**src/rtl/ibs_pkg.sv**
```systemverilog
`timescale 1ns/1ps
package ibs_pkg;

  typedef enum logic [2:0] {
    S_IDLE,
    S_WAIT_GNT,
    S_WAIT_IDLE,
    S_ADDR,
    S_DATA,
    S_CLOSE,
    S_FIN
  } ibs_state_e;

  typedef enum logic [1:0] {
    ST_OK     = 2'b00,
    ST_STOP   = 2'b01,
    ST_TABORT = 2'b10,
    ST_MABORT = 2'b11
  } ibs_status_e;

  // Bus command: bit2 selects memory space, bit0 selects write.
  function automatic logic [3:0] ibs_cmd(input logic io, input logic wr);
    return {1'b0, ~io, 1'b1, wr};
  endfunction

endpackage

```
**src/rtl/ibs_beat_counter.sv**
```systemverilog
`timescale 1ns/1ps
module ibs_beat_counter #(
  parameter int MAX_BURST = 16,
  localparam int LW = $clog2(MAX_BURST),
  localparam int CW = $clog2(MAX_BURST + 1)
) (
  input  logic          clk,
  input  logic          rst_n,
  input  logic          load_i,
  input  logic [LW-1:0] len_m1_i,
  input  logic          step_i,
  output logic          last_o,
  output logic [CW-1:0] words_o
);

  logic [LW-1:0] rem_q, rem_d;
  logic [CW-1:0] cnt_q, cnt_d;

  always_comb begin
    rem_d = rem_q;
    cnt_d = cnt_q;
    if (load_i) begin
      rem_d = len_m1_i;
      cnt_d = '0;
    end else if (step_i) begin
      rem_d = rem_q - 1'b1;
      cnt_d = cnt_q + 1'b1;
    end
  end

  always_ff @(posedge clk or negedge rst_n) begin
    if (!rst_n) begin
      rem_q <= '0;
      cnt_q <= '0;
    end else begin
      rem_q <= rem_d;
      cnt_q <= cnt_d;
    end
  end

  assign last_o  = (rem_q == '0);
  assign words_o = cnt_q;

endmodule

```
**src/rtl/ibs_devsel_timer.sv**
```systemverilog
`timescale 1ns/1ps
module ibs_devsel_timer #(
  parameter int LIMIT = 6,
  localparam int TW = $clog2(LIMIT + 1)
) (
  input  logic clk,
  input  logic rst_n,
  input  logic clear_i,
  input  logic active_i,
  input  logic devsel_i,
  output logic claimed_o,
  output logic expire_o
);

  logic [TW-1:0] cnt_q, cnt_d;
  logic          claim_q, claim_d;

  always_comb begin
    cnt_d   = cnt_q;
    claim_d = claim_q;
    if (clear_i) begin
      cnt_d   = '0;
      claim_d = 1'b0;
    end else if (active_i) begin
      if (devsel_i)      claim_d = 1'b1;
      else if (!claim_q) cnt_d   = cnt_q + 1'b1;
    end
  end

  always_ff @(posedge clk or negedge rst_n) begin
    if (!rst_n) begin
      cnt_q   <= '0;
      claim_q <= 1'b0;
    end else begin
      cnt_q   <= cnt_d;
      claim_q <= claim_d;
    end
  end

  assign claimed_o = claim_q;
  assign expire_o  = active_i && !claim_q && !devsel_i && (cnt_q == TW'(LIMIT - 1));

endmodule

```
**src/rtl/ibs_initiator.sv**
```systemverilog
`timescale 1ns/1ps
module ibs_initiator
  import ibs_pkg::*;
#(
  parameter int DW           = 32,
  parameter int MAX_BURST    = 16,
  parameter int DEVSEL_LIMIT = 6,
  localparam int BW = DW / 8,
  localparam int LW = $clog2(MAX_BURST),
  localparam int CW = $clog2(MAX_BURST + 1)
) (
  input  logic          clk,
  input  logic          rst_n,
  input  logic          start_i,
  input  logic          write_i,
  input  logic          io_i,
  input  logic [DW-1:0] addr_i,
  input  logic [LW-1:0] len_m1_i,
  input  logic [BW-1:0] ben_i,
  input  logic [DW-1:0] wdata_i,
  output logic          wr_next_o,
  output logic [DW-1:0] rdata_o,
  output logic          rd_valid_o,
  output logic          done_o,
  output logic [1:0]    status_o,
  output logic [CW-1:0] words_o,
  output logic          req_o,
  input  logic          gnt_i,
  input  logic          bus_frame_i,
  input  logic          bus_irdy_i,
  output logic          frame_o,
  output logic          irdy_o,
  output logic [DW-1:0] ad_o,
  output logic          ad_oe_o,
  output logic [BW-1:0] cbe_o,
  input  logic [DW-1:0] ad_i,
  input  logic          devsel_i,
  input  logic          trdy_i,
  input  logic          stop_i
);

  ibs_state_e    state_q, state_d;
  ibs_status_e   stat_q, stat_d;
  logic [DW-1:0] addr_q;
  logic [BW-1:0] ben_q;
  logic          wr_q, io_q;
  logic          load;
  logic          in_data, in_addr, phase_on;
  logic          xfer, last, claimed, expire;
  logic          t_abort, t_stop, bus_idle;

  assign in_data  = (state_q == S_DATA);
  assign in_addr  = (state_q == S_ADDR);
  assign phase_on = in_data || (state_q == S_CLOSE);
  assign bus_idle = !bus_frame_i && !bus_irdy_i;
  assign xfer     = in_data && devsel_i && trdy_i;
  assign t_abort  = in_data && claimed && stop_i && !devsel_i;
  assign t_stop   = in_data && devsel_i && stop_i;

  ibs_beat_counter #(.MAX_BURST(MAX_BURST)) u_beats (
    .clk      (clk),
    .rst_n    (rst_n),
    .load_i   (load),
    .len_m1_i (len_m1_i),
    .step_i   (xfer),
    .last_o   (last),
    .words_o  (words_o)
  );

  ibs_devsel_timer #(.LIMIT(DEVSEL_LIMIT)) u_dsel (
    .clk       (clk),
    .rst_n     (rst_n),
    .clear_i   (in_addr),
    .active_i  (in_data),
    .devsel_i  (devsel_i),
    .claimed_o (claimed),
    .expire_o  (expire)
  );

  // Next-state logic
  always_comb begin
    state_d = state_q;
    stat_d  = stat_q;
    load    = 1'b0;
    unique case (state_q)
      S_IDLE: if (start_i) begin
        load    = 1'b1;
        state_d = S_WAIT_GNT;
      end
      S_WAIT_GNT:  if (gnt_i) state_d = S_WAIT_IDLE;
      S_WAIT_IDLE: begin
        if (!gnt_i)        state_d = S_WAIT_GNT;
        else if (bus_idle) state_d = S_ADDR;
      end
      S_ADDR: state_d = S_DATA;
      S_DATA: begin
        if (expire) begin
          stat_d  = ST_MABORT;
          state_d = last ? S_FIN : S_CLOSE;
        end else if (t_abort) begin
          stat_d  = ST_TABORT;
          state_d = last ? S_FIN : S_CLOSE;
        end else if (xfer && last) begin
          stat_d  = ST_OK;
          state_d = S_FIN;
        end else if (t_stop) begin
          stat_d  = ST_STOP;
          state_d = last ? S_FIN : S_CLOSE;
        end
      end
      S_CLOSE: state_d = S_FIN;
      S_FIN:   state_d = S_IDLE;
      default: state_d = S_IDLE;
    endcase
  end

  // State and request registers
  always_ff @(posedge clk or negedge rst_n) begin
    if (!rst_n) begin
      state_q <= S_IDLE;
      stat_q  <= ST_OK;
      addr_q  <= '0;
      ben_q   <= '0;
      wr_q    <= 1'b0;
      io_q    <= 1'b0;
    end else begin
      state_q <= state_d;
      stat_q  <= stat_d;
      if (load) begin
        addr_q <= addr_i;
        ben_q  <= ben_i;
        wr_q   <= write_i;
        io_q   <= io_i;
      end
    end
  end

  // Bus and local outputs
  always_comb begin
    req_o   = (state_q == S_WAIT_GNT) || (state_q == S_WAIT_IDLE);
    frame_o = in_addr || (in_data && !last);
    irdy_o  = phase_on;
    ad_oe_o = in_addr || (phase_on && wr_q);
    ad_o    = '0;
    cbe_o   = '0;
    if (in_addr) begin
      ad_o  = addr_q;
      cbe_o = BW'(ibs_cmd(io_q, wr_q));
    end else if (phase_on) begin
      cbe_o = ben_q;
      if (wr_q) ad_o = wdata_i;
    end
  end

  assign wr_next_o  = xfer && wr_q;
  assign rd_valid_o = xfer && !wr_q;
  assign rdata_o    = ad_i;
  assign done_o     = (state_q == S_FIN);
  assign status_o   = stat_q;

endmodule

```
**config.mk**
```make
export PLATFORM = sky130hd
export DESIGN_NAME = ibs_initiator
export DESIGN_NICKNAME = d
export VERILOG_FILES = /design/src/rtl/ibs_pkg.sv /design/src/rtl/ibs_beat_counter.sv /design/src/rtl/ibs_devsel_timer.sv /design/src/rtl/ibs_initiator.sv
export SDC_FILE = /design/constraint.sdc
export NUM_CORES = 1
export LEC_CHECK = 0
export BUFFER_PORTS_ARGS = -buffer_cell sky130_fd_sc_hd__buf_2
export CORE_MARGIN = 2
export CORE_UTILIZATION = 39
export CTS_CLUSTER_DIAMETER = 120
export CTS_CLUSTER_SIZE = 40
export DETAILED_ROUTE_END_ITERATION = 10
export PLACE_DENSITY = 0.77
export SYNTH_ARGS = -nofsm -noshare
export SYNTH_HDL_FRONTEND = slang
export SYNTH_SLANG_ARGS = --single-unit
```
**constraint.sdc**
```tcl
create_clock -name clk -period 1.5 [get_ports clk]
set_clock_uncertainty 0.05 [all_clocks]
set_input_delay 0 -clock clk [delete_from_list [all_inputs] [get_ports clk]]
set_output_delay 0 -clock clk [all_outputs]
set_load 0.1 [all_outputs]
```
* Yosys cells after proc, flatten, opt, wreduce, memory -nomap -nowiden
Cells that the tools add are included.
Cells by class: reduce and logical (&&, ||, !) cells 35, bitwise operators 1, equal/unequal tests 13, add/sub/neg operators 3, multiplexer cells 32
Operator list (number):
- two-way mux 32 bit | 3
- two-way mux 3 bit | 12
- case mux 3 bit (6 select lines) | 1
- two-way mux 4 bit | 4
- logical AND 1 bit | 15
- == test 3 bit (second input constant) | 4
- two-way mux 2 bit | 5
- two-way mux 5 bit | 2
- == test 3 x 2 -> 1 bit (second input constant) | 2
- zero test 1 bit | 6
- != test 2 bit (second input constant) | 3
- nonzero test 2 bit | 3
- adder 5 x 1 -> 5 bit (second input constant) | 1
- two-way mux 1 bit | 5
- != test 5 x 1 -> 1 bit (second input constant) | 1
- zero test 4 bit | 1
- logical OR 1 bit | 4
- AND reduction 2 bit | 2
- AND reduction 4 bit | 1
- nonzero test 4 bit | 1
- subtractor 4 x 1 -> 4 bit (second input constant) | 1
- adder 3 x 1 -> 3 bit (second input constant) | 1
- == test 3 x 1 -> 1 bit (second input constant) | 1
- zero test 3 bit | 1
- 4 further kinds | 4
Storage, ports and cells: logic and storage cells 94, bits in registers 56, output and inout bits 82

* Depth between registers and ports, before layout
depth after elaboration 8, mapped depth 6, depth with buffers taken out 6

* Hierarchy
From an unflattened synthesis, not the netlist that was laid out.
Unflattened totals: cells, all modules 272, area total of the unflattened synthesis 3103.0 µm²
Modules (own cells, without submodules):
- ibs_initiator | area each 2402.3 µm², sequential area each 1076.0 µm², instances 1, cells each 209
- ibs_beat_counter | area each 462.9 µm², sequential area each 225.2 µm², instances 1, cells each 42
- ibs_devsel_timer | area each 237.7 µm², sequential area each 100.1 µm², instances 1, cells each 21

* Worst setup path after synthesis
Ideal clock, no wire load.
path kind flip-flop to output port, start point register state_q[2], end point output port cbe_o[2], cell stages (with the launch flop) 6, setup slack -1.816 ns, data arrival time 3.266 ns, path buffers 1, cells stage by stage dfrtp_1 > buf_2 > inv_1 > nor2_1 > nand2_1 > o21ai_0
Between the ends: cells in the longest elaborated chain, start to end 4, elaborated cells between the ends (all ways) 6
RTL lines:
- start: declaration | RTL line ibs_initiator.sv:42 | ibs_state_e state_q, state_d;
- start signal: assignment | RTL line ibs_initiator.sv:127 | state_q <= state_d;
- == test 3 bit (on tied branches) | RTL line ibs_initiator.sv:52, ibs_initiator.sv:54
- logical OR 1 bit * | RTL line ibs_initiator.sv:54 | assign phase_on = in_data || (state_q == S_CLOSE);
- named net irdy_o | RTL line ibs_initiator.sv:32 | output logic irdy_o,
- two-way mux 4 bit * | RTL line ibs_initiator.sv:149 | end else if (phase_on) begin
- two-way mux 4 bit * | RTL line ibs_initiator.sv:146 | if (in_addr) begin
- end: declaration | RTL line ibs_initiator.sv:35 | output logic [BW-1:0] cbe_o,
Mark *: on every way through the listed nets, which the timed path passes. The rest lies on a longest branch.

* Worst setup path after layout
start point register state_q[0], end point output port ad_o[8]
Between the ends: cells in the longest elaborated chain, start to end 4, elaborated cells between the ends (all ways) 6
RTL lines:
- == test 3 bit (on tied branches) | RTL line ibs_initiator.sv:52, ibs_initiator.sv:54
- logical OR 1 bit | RTL line ibs_initiator.sv:54
- two-way mux 32 bit | RTL line ibs_initiator.sv:149
- two-way mux 32 bit * | RTL line ibs_initiator.sv:146
- end: declaration | RTL line ibs_initiator.sv:33 | output logic [DW-1:0] ad_o,
Every way passes the cells marked *; elsewhere a longest branch is shown, timed or not.

==> out/summary.md <==
Counting every net in the synthesized netlist gives 392. Gate family responsible for the most delay along the worst path: buffers and inverters. Setup violations remaining at the end of the flow were counted as 97. The number of nets with antenna violations after routing is 0. Setup repair after global routing could not meet its margin everywhere. Global routing used 27.9% of the available tracks across all layers. The global placement routability congestion came out at 0.877.

TritonCTS built the clock tree. In this run the deepest clock path goes through 2 buffers. The growth of design area from synthesis to finish was 117%; the total power divided by cell area was 2250 nW/µm². The max-cap check violation count came out at 0. The clock latency reported for the late side of the worst-skew pair is 0.31 ns. The flow ran to the end, but the final reports show violations. For this run, design rule violations remaining after detail routing come to 0. The path class of the tightest hold or removal check is input port to flip-flop. The run gives 29.3% as the worst-case headroom to the max-slew limit.

The number of warnings printed during yosys synthesis was 0; the routed wire length was 14000 µm. The initial antenna violation count is 0. The master of the slowest instance on the critical path is dfrtp_1. Number of standard cells after synthesis: 273. The final standard cell count with taps included and fillers excluded is 619, and the number of logic stages on the critical path including buffering is 7. For this design the top-level I/O count stands at 197. The signal on the critical path passes through buf_6 -> inv_4 -> nor3_4 -> buf_6 -> buf_12 -> a22o_4 -> buf_12.

The logs give 2 for the number of H-tree levels and 494 for the cell count after placement. In this run the mean area of a mapped cell was 11.3 µm². In this run the static leakage power is 3.17 nW.

The number of core rows was 32; the final critical-path share of the clock period was 126%. The checks that failed: negative setup slack. The per-cell via count in the routed design works out to 5.38. The root buffer cell was clkbuf_8. The via count of the first global-routing pass was 3649; the average wire length per cell after detail routing was 22.6 µm.

In this run the standard cell core region covers 7730 µm². The tools report the final-report hold violation count as 0. The count of buffers inserted at the top-level ports was 132; the worst IR drop on VDD was 0.00165 V. The die covers 8670 µm².

Along the worst path, the maximum fanout reaches 7. The endpoint type of the worst setup path was an output port. For the total congestion overflow, the log shows 0. The instance area after placement was 4900 µm²; the final period demand of the worst path was 1.90 ns. Netlist area before placement: 3100 µm². The run gives 6590 µm as the half-perimeter wire length of the detailed placement result. After synthesis, flip-flops and latches occupy 45.2% of the total area. Once the floorplan was initialized, standard cells occupied 40.1% of the core. Cells with a size suffix above 1 make up 64.5% of the layout. The worst setup path is of the flip-flop to output port kind.

Startpoint kind of the worst setup timing path: a flip-flop. The number of vias in the routed layout is 3333, and the clock sink total is 56. Fmax: 527 MHz.

The number of different library cells used by synthesis comes to 39. The most common library cell in the layout ignoring fill and taps was buf_2. Leaving out fill and tap cells, the most frequent cells in the layout are 89 x buf_2, 76 x dlygate4sd3_1, 53 x buf_12, 52 x dfrtp_1, 36 x mux2_4.

For this run, the slowest stage of the critical path takes 0.46 ns. The actual slew at the worst max-slew pin was 1.06 ns; the post-synthesis register bit count was 56. The number of cells on the worst reg-to-reg path was 6; the critical path arrival was 1.85 ns. Before antenna repair, the detailed router went through 4 iterations. The worst hold path passes through 3 cells.

In this run the horizontal extent of the chip is 93.1 µm. After clock tree synthesis, the clock-pin slew on the worst setup and hold paths is 0.10 ns. The worst endpoint required time is 1.45 ns. For this block, the initial DRC count from the detailed router was 170. The tools report the final worst-path setup slack as -0.397 ns. The first global-routing pass estimated 18800 µm of wire. The core utilization of the finished layout is 86.9%, and the number of max-slew violations in the final report is 0. Clock tree synthesis inserted a total of 5 buffers. For this run, the post-layout net count is 634. Together, buffers and inverters on the worst path number 5. For the design area, the log shows 6720 µm².

The die boundary height was 93.1 µm. Entering global routing, the biggest net connects 57 pins.
final timing paths:
check | slack, ns | end | from
worst max register to register | -0.39 | addr_q[7] | state_q[0]
worst min-delay path | 0.03 | u_dsel.cnt_q[0] | devsel_i
min in group asynchronous | 0.19 | addr_q[3] | rst_n
worst max-delay path | -0.40 | ad_o[8] | state_q[0]
worst min register to register | 0.45 | u_dsel.cnt_q[2] | u_dsel.cnt_q[2]
max in group asynchronous | 0.92 | u_beats.words_o[2] | rst_n
state kept, by name, summed over array words and instances (netlist names):
| register | count |
|---|---|
| addr_q | 32 |
| ben_q | 4 |
| io_q | 1 |
| state_q | 3 |
| status_o | 2 |
| u_beats.rem_q | 4 |
| u_beats.words_o | 5 |
| u_dsel.claimed_o | 1 |
| u_dsel.cnt_q | 3 |
| wr_q | 1 |
what timing repair did:
action | 4_1_cts | 5_1_grt
hold buffers | 76 | 0
endpoints found under the hold margin | 131 | 0
gates resized for setup | 92 | 37
setup buffers | 25 | 9
pin swaps | 25 | 26
setup endpoints to repair | 95 | 97
gates cloned | 4 | 7
per-layer routing:
metal	global-route usage, %	vias to the layer above	share of wire [%]
met3	6.29	34	6.4
met2	53.9	197	55
met4	6.13	0	3.0
li1	-	1436	-
met1	30.9	1666	35
met5	0	-	0
report_power, final:
part / total, mW / internal (mW) / switching [mW]
registers: 2.90 / 2.22 / 0.682
logic: 11.3 / 5.11 / 6.20
clock network: 0.899 / 0.378 / 0.522
total: 15.1 / 7.70 / 7.40
through the flow:
| step | setup slack (ns) | total power [mW] | TNS (ns) | hold WS [ns] |
|---|---|---|---|---|
| global route | -0.433 | 15.5 | -32.10 | 0.0490 |
| global placement | -0.152 | 11.1 | -5.56 | -0.0493 |
| detailed placement | -0.218 | 11.3 | -8.78 | -0.0493 |
| CTS | -0.295 | 14.1 | -18.74 | 0.0259 |
| floorplan | -0.314 | 8.82 | -6.67 | -0.346 |
| finish | -0.397 | 15.1 | -28.88 | 0.0274 |
synthesized netlist by cell type (all sizes together):
master	number	area, µm²
a211o	1	8.76
a211oi	1	7.51
a21oi	2	10.0
a221o	2	20.0
a221oi	1	8.76
a22o	34	298
a22oi	1	7.51
a311oi	1	8.76
a31oi	1	6.26
and2	1	6.26
and3	3	18.8
buf	44	324
clkbuf	4	15.0
dfrtp	56	1400
ha	4	50.1
inv	8	30.0
mux2	39	439
mux2i	4	40.0
nand2	14	52.6
nand2b	1	6.26
nand3	7	35.0
nand4	3	18.8
nor2	12	61.3
nor3	7	56.3
nor3b	2	15.0
nor4b	1	23.8
o211ai	2	15.0
o21ai	8	40.0
o22ai	1	6.26
or2	1	6.26
or3b	1	8.76
xnor2	4	35.0
xor2	2	17.5
kinds of logic after synthesis:
logic type | after synthesis | share of synthesized area, %
mux | 43 | 15.5
xor+xnor | 6 | 1.70
flops | 56 | 45.2
simple gates | 53 | 9.98
buf+inv | 56 | 11.9
compound gates | 55 | 14.1
fa+ha+maj | 4 | 1.62
area by class of cell:
cell class / count / area (µm²)
timing repair buffer: 283 / 3050
inverter: 8 / 41.3
clock inverter: 1 / 7.51
antenna: 1 / 2.50
fill: 312 / 1010
sequential: 56 / 1410
multi-input combinational: 161 / 2000
tap: 102 / 128
clock buffer: 7 / 86.3
worst min-delay path, stage by stage:
cell and delay, ns:
buf_2 0.16, nor3_4 0.08, mux2i_1 0.11
Note: power is estimated with default switching activity, not from simulation.
